==> config.mk <==
export PLATFORM = sky130hd
export DESIGN_NAME = stepatt_ctrl
export DESIGN_NICKNAME = d
export VERILOG_FILES = /design/src/rtl/stepatt_pkg.sv /design/src/rtl/stepatt_sync.sv /design/src/rtl/stepatt_loader.sv /design/src/rtl/stepatt_outreg.sv /design/src/rtl/stepatt_ctrl.sv
export SDC_FILE = /design/constraint.sdc
export NUM_CORES = 1
export LEC_CHECK = 0
export BUFFER_PORTS_ARGS = -buffer_cell sky130_fd_sc_hd__buf_4
export CAP_MARGIN = 40
export CORE_MARGIN = 10
export CORE_UTILIZATION = 40
export DETAILED_ROUTE_END_ITERATION = 8
export MAX_ROUTING_LAYER = met4
export SKIP_CTS_REPAIR_TIMING = 1
export SLEW_MARGIN = 40
export SYNTH_ARGS = -nofsm -noshare
export SYNTH_HDL_FRONTEND = slang
export SYNTH_SLANG_ARGS = --single-unit
==> constraint.sdc <==
create_clock -name clk -period 2 [get_ports clk]
set_input_delay 0.4 -clock clk [delete_from_list [all_inputs] [get_ports clk]]
set_output_delay 0.4 -clock clk [all_outputs]
set_load 0.02 [all_outputs]
==> src/rtl/stepatt_pkg.sv <==
package stepatt_pkg;

    typedef enum logic [1:0] {
        LD_IDLE  = 2'd0,
        LD_SHIFT = 2'd1,
        LD_DROP  = 2'd2
    } ld_state_e;

endpackage

==> src/rtl/stepatt_sync.sv <==
module stepatt_sync #(
    parameter int          W       = 3,
    parameter int          STAGES  = 2,
    parameter logic [W-1:0] RST_VAL = '0
) (
    input  logic         clk,
    input  logic         rst,
    input  logic [W-1:0] d,
    output logic [W-1:0] q
);

    logic [W-1:0] pipe [STAGES];

    for (genvar g = 0; g < STAGES; g++) begin : g_stage
        if (g == 0) begin : g_first
            always_ff @(posedge clk) begin
                if (rst) pipe[g] <= RST_VAL;
                else     pipe[g] <= d;
            end
        end else begin : g_next
            always_ff @(posedge clk) begin
                if (rst) pipe[g] <= RST_VAL;
                else     pipe[g] <= pipe[g-1];
            end
        end
    end

    assign q = pipe[STAGES-1];

endmodule

==> src/rtl/stepatt_loader.sv <==
module stepatt_loader
    import stepatt_pkg::*;
#(
    parameter int CODE_W      = 5,
    parameter int NUM_PRESETS = 4,
    parameter int RSV_BITS    = 8,
    localparam int BANK_W     = CODE_W * NUM_PRESETS,
    localparam int FRAME_BITS = RSV_BITS + BANK_W,
    localparam int CNT_W      = $clog2(FRAME_BITS + 1)
) (
    input  logic              clk,
    input  logic              rst,
    input  logic              cs_n_s,
    input  logic              sclk_s,
    input  logic              sdata_s,
    output logic [BANK_W-1:0] bank_o,
    output ld_state_e         state_o,
    output logic [CNT_W-1:0]  cnt_o
);

    ld_state_e         state_q, state_d;
    logic              sclk_prev;
    logic              sclk_rise;
    logic [BANK_W-1:0] shreg_q;
    logic [CNT_W-1:0]  cnt_q;
    logic [BANK_W-1:0] bank_q;
    logic              frame_full;
    logic              do_clear, do_shift, do_commit;

    assign sclk_rise  = sclk_s & ~sclk_prev;
    assign frame_full = (cnt_q == CNT_W'(FRAME_BITS));

    // state register
    always_ff @(posedge clk) begin
        if (rst) state_q <= LD_IDLE;
        else     state_q <= state_d;
    end

    // next state and control strobes
    always_comb begin
        state_d   = state_q;
        do_clear  = 1'b0;
        do_shift  = 1'b0;
        do_commit = 1'b0;
        unique case (state_q)
            LD_IDLE: begin
                if (!cs_n_s) begin
                    state_d  = LD_SHIFT;
                    do_clear = 1'b1;
                end
            end
            LD_SHIFT: begin
                if (cs_n_s) begin
                    state_d   = LD_IDLE;
                    do_commit = frame_full;
                end else if (sclk_rise) begin
                    if (frame_full) state_d  = LD_DROP;
                    else            do_shift = 1'b1;
                end
            end
            LD_DROP: begin
                if (cs_n_s) state_d = LD_IDLE;
            end
            default: state_d = LD_IDLE;
        endcase
    end

    // edge detector, shift register, counter and preset bank
    always_ff @(posedge clk) begin
        if (rst) begin
            sclk_prev <= 1'b0;
            shreg_q   <= '0;
            cnt_q     <= '0;
            bank_q    <= '0;
        end else begin
            sclk_prev <= sclk_s;
            if (do_clear) begin
                cnt_q <= '0;
            end else if (do_shift) begin
                shreg_q <= {shreg_q[BANK_W-2:0], sdata_s};
                cnt_q   <= cnt_q + CNT_W'(1);
            end
            if (do_commit) bank_q <= shreg_q;
        end
    end

    assign bank_o  = bank_q;
    assign state_o = state_q;
    assign cnt_o   = cnt_q;

endmodule

==> src/rtl/stepatt_outreg.sv <==
module stepatt_outreg #(
    parameter int CODE_W      = 5,
    parameter int NUM_PRESETS = 4,
    localparam int BANK_W     = CODE_W * NUM_PRESETS,
    localparam int SEL_W      = $clog2(NUM_PRESETS)
) (
    input  logic              clk,
    input  logic              rst,
    input  logic              mode_serial,
    input  logic [CODE_W-1:0] par_code,
    input  logic [SEL_W-1:0]  preset_sel,
    input  logic [BANK_W-1:0] bank,
    output logic [CODE_W-1:0] stage_en
);

    logic [CODE_W-1:0] presets [NUM_PRESETS];
    logic [CODE_W-1:0] next_code;

    for (genvar i = 0; i < NUM_PRESETS; i++) begin : g_unpack
        assign presets[i] = bank[i*CODE_W +: CODE_W];
    end

    always_comb begin
        if (mode_serial) next_code = presets[preset_sel];
        else             next_code = par_code;
    end

    always_ff @(posedge clk) begin
        if (rst) stage_en <= '0;
        else     stage_en <= next_code;
    end

endmodule

==> src/rtl/stepatt_ctrl.sv <==
module stepatt_ctrl
    import stepatt_pkg::*;
#(
    parameter int CODE_W      = 5,
    parameter int NUM_PRESETS = 4,
    parameter int RSV_BITS    = 8,
    parameter int SYNC_STAGES = 2,
    localparam int BANK_W     = CODE_W * NUM_PRESETS,
    localparam int FRAME_BITS = RSV_BITS + BANK_W,
    localparam int CNT_W      = $clog2(FRAME_BITS + 1),
    localparam int SEL_W      = $clog2(NUM_PRESETS)
) (
    input  logic              clk,
    input  logic              rst,
    input  logic              mode_serial,
    input  logic [CODE_W-1:0] par_code,
    input  logic [SEL_W-1:0]  preset_sel,
    input  logic              scs_n,
    input  logic              sclk,
    input  logic              sdata,
    output logic [CODE_W-1:0] stage_en
);

    logic [2:0]        ser_s;
    logic              cs_s, sclk_s, sdata_s;
    logic [BANK_W-1:0] bank;
    ld_state_e         ld_state;
    logic [CNT_W-1:0]  ld_cnt;

    stepatt_sync #(
        .W       (3),
        .STAGES  (SYNC_STAGES),
        .RST_VAL (3'b100)
    ) sync_i (
        .clk (clk),
        .rst (rst),
        .d   ({scs_n, sclk, sdata}),
        .q   (ser_s)
    );

    assign cs_s    = ser_s[2];
    assign sclk_s  = ser_s[1];
    assign sdata_s = ser_s[0];

    stepatt_loader #(
        .CODE_W      (CODE_W),
        .NUM_PRESETS (NUM_PRESETS),
        .RSV_BITS    (RSV_BITS)
    ) loader_i (
        .clk     (clk),
        .rst     (rst),
        .cs_n_s  (cs_s),
        .sclk_s  (sclk_s),
        .sdata_s (sdata_s),
        .bank_o  (bank),
        .state_o (ld_state),
        .cnt_o   (ld_cnt)
    );

    stepatt_outreg #(
        .CODE_W      (CODE_W),
        .NUM_PRESETS (NUM_PRESETS)
    ) outreg_i (
        .clk         (clk),
        .rst         (rst),
        .mode_serial (mode_serial),
        .par_code    (par_code),
        .preset_sel  (preset_sel),
        .bank        (bank),
        .stage_en    (stage_en)
    );

endmodule

==> flow_summary.toml <==
[critical_path]
worstPathMaxFanout = 6
path_buf_inv = 1
rr_worst_depth = 5
crit_path_top_delay_cell = "dfxtp_1"
crit_path_max_incr_delay_ns = 0.37
crit_type = "register to register"
cp_num_cells = 5
endpoint_kind = "register"
cp_top_family = "simple AND/OR/NAND/NOR gates"
r2r_slack_ns = 0.31
crit_required_ns = 2.22
worstPathCellList = "inv_1 -> ha_1 -> and4_1 -> nor4_1 -> mux2_2"
critPathLaunchType = "register"
worstPathArrival_ns = 1.91

[timing]
fmax_mhz = 591
setup_tns_ns = 0
relSlewSlack_pct = 60.2
finalSetupViolCount = 0
period_share_pct = 84.6
period_minus_slack_ns = 1.69
final.setup_skew_ns = 0.00626
tightest_slew_ns = 0.593
hold_viol = 0
rsz0062_at_grt = "false"
slew_violations = 0

[final_layout]
nets = 265
drive_above_1_share_pct = 19.7
fin_area_um2 = 2770
n_antenna_cell = 0
area.growth.synth_to_final_pct = 15.2

[logic_synthesis]
ys.flop_type = "dfxtp_1"
ys_ff_latch = 59
yosysWarnings = 0
syn_area_per_cell_um2 = 10.1
synth_edf_count = 0
synth-async-reset-ratio_pct = 0
netlist_instances = 237
yosysUniqueCellTypes = 35
synth-seq-area-share_pct = 49.2
netlist_top_cells_area = "dfxtp_1, mux2i_1, nand2b_1"
synth.net_count = 252
syn_area_um2 = 2400
yosys.area.top_type = "dfxtp_1"
synth_top_area_share_pct = 49.2

[clocking]
cts.path.max_buffers = 2
htreeDepth = 3
root_buffer = "clkbuf_8"
clkSinkCount = 59
cts_buffers = 9
clk_pin_slew_ns = 0.06
clk_latency_ns = 0.33
tritoncts = "done"

[routing]
dr.pass1.iters = 4
drt_iter0_drc = 101
detail_route.vias_per_cell = 5.22
vias = 1719
wl_per_cell_um = 14.7
ant_nets = 0
wl_um = 4830
remaining_drc_errors = 0

[placement]
place_area_um2 = 2590
finalWeightedCongestion = 0.780
io_buffers = 17
dpl.hpwl_um = 3120

[global_routing]
grt_pass1_wl_um = 8340
grt_max_degree = 63
top_usage_layer = "met2"
antenna_found_initial = 0
grt_usage_pct = 10.9
met3_usage_pct = 4.77
grt_remaining_overflow = 0
grt_pass1_vias = 1666
use_met2_pct = 15.5
met1_usage_pct = 13.8

[pwr]
leakage_nw = 0.957
irDropWorstVdd_v = 0.000637
power_density_nw_per_um2 = 814

[die]
top_level_ports = 18
core-area_um2 = 5890
die_area_um2 = 9500
die_h_um = 97.5
start_util_pct = 40.8
die_w_um = 97.5
fp-row-count = 28

[hold_path]
min_path_type = "primary input to register"
whs_path_depth = 2

[outcome]
status = "completed"

[run]
cap_violations = 0
## layer usage
metal | up-vias | share of wire (%)
li1 | 875 | -
met1 | 810 | 50
met2 | 30 | 45
met3 | 4 | 4.5
met4 | 0 | 0.52
met5 | - | 0
## where the power goes
part	internal, mW	switching [mW]	total, mW
sequential	1.19	0.00429	1.19
clock	0.540	0.430	0.971
combinational	0.0414	0.0470	0.0884
## cells by family after synthesis
logic type | share of synthesized area (%)
buf+inv | 3.81
mux | 15.3
compound gates | 10.8
flops | 49.2
fa+ha+maj | 1.04
simple gates | 19.8
## per-stage QoR
step           hold WS (ns)  worst slack (ns)  util [%]  instances  power [mW]
3_3_place_gp          0.393             0.364      43.9        314        1.31
5_1_grt               0.240             0.195      47.0        329        2.35
4_1_cts               0.237             0.293      47.0        329        2.29
6_report              0.256             0.308      47.0        329        2.25
2_1_floorplan         0.389             0.306         -        237        1.27
3_5_place_dp          0.404             0.327      43.9        314        1.31
## cells in the final DEF, fill, tap and decap left out, drive strengths merged
| cell | netlist | routed |
|---|---|---|
| clkbuf | 12 | 13 |
| nor2b | 6 | 6 |
| nor3 | 9 | 9 |
| buf | 7 | 21 |
| o21ai | 20 | 20 |
| nor3b | 3 | 3 |
| or2b | 1 | 1 |
| nand3b | 2 | 2 |
| ha | 2 | 2 |
| nor4 | 2 | 2 |
| mux4 | 5 | 5 |
| inv | 2 | 2 |
| nand4 | 1 | 1 |
| mux2 | 4 | 4 |
| o31a | 1 | 1 |
| or3b | 1 | 1 |
| a22o | 4 | 4 |
| and4 | 1 | 1 |
| nand2b | 21 | 21 |
| nor2 | 3 | 3 |
| clkinv | 0 | 2 |
| or3 | 2 | 2 |
| a21oi | 20 | 20 |
| a211oi | 1 | 1 |
| o31ai | 1 | 1 |
| mux2i | 21 | 21 |
| or2 | 3 | 3 |
| nand3 | 22 | 22 |
| dfxtp | 59 | 59 |
| and3b | 1 | 1 |
## final timing paths
| check | start | to |
|---|---|---|
| worst max-delay path | loader_i.cnt_o[0]$_SDFFE_PP0P_ | loader_i.cnt_o[4]$_SDFFE_PP0P_ |
| worst min-delay path | scs_n | sync_i.pipe[0][2]$_SDFF_PP1_ |
| worst max register to register | loader_i.cnt_o[0]$_SDFFE_PP0P_ | loader_i.cnt_o[4]$_SDFFE_PP0P_ |
| worst min register to register | sync_i.pipe[0][2]$_SDFF_PP1_ | sync_i.pipe[1][2]$_SDFF_PP1_ |
## cell type report
class	count	area, um^2
clock buffers	13	169
clock inverters	2	10.0
fillers	603	3120
inverters	2	7.51
multi-input cells	157	1130
flip-flops and latches	59	1180
well taps	75	93.8
repair buffers	21	170
## synth_stat cells, types with 2 or more instances
master / number
dfxtp_1: 59
nand3_1: 22
mux2i_1: 21
nand2b_1: 21
a21oi_1: 20
o21ai_0: 20
clkbuf_1: 12
nor3_1: 7
nor2b_1: 6
mux4_2: 5
a22o_1: 4
buf_2: 4
nor2_1: 3
nor3b_1: 3
buf_4: 2
ha_1: 2
inv_1: 2
mux2_1: 2
mux2_2: 2
nor3_2: 2
nor4_1: 2
or2_2: 2
or3_1: 2
## registers in the layout, summed over array words and instances, names as in the netlist
name                cells
sync_i.pipe             6
loader_i.state_o        2
loader_i.shreg_q       20
loader_i.cnt_o          5
loader_i.sclk_prev      1
loader_i.bank_o        20
outreg_i.stage_en       5
Power figures use the tool's default switching activity.
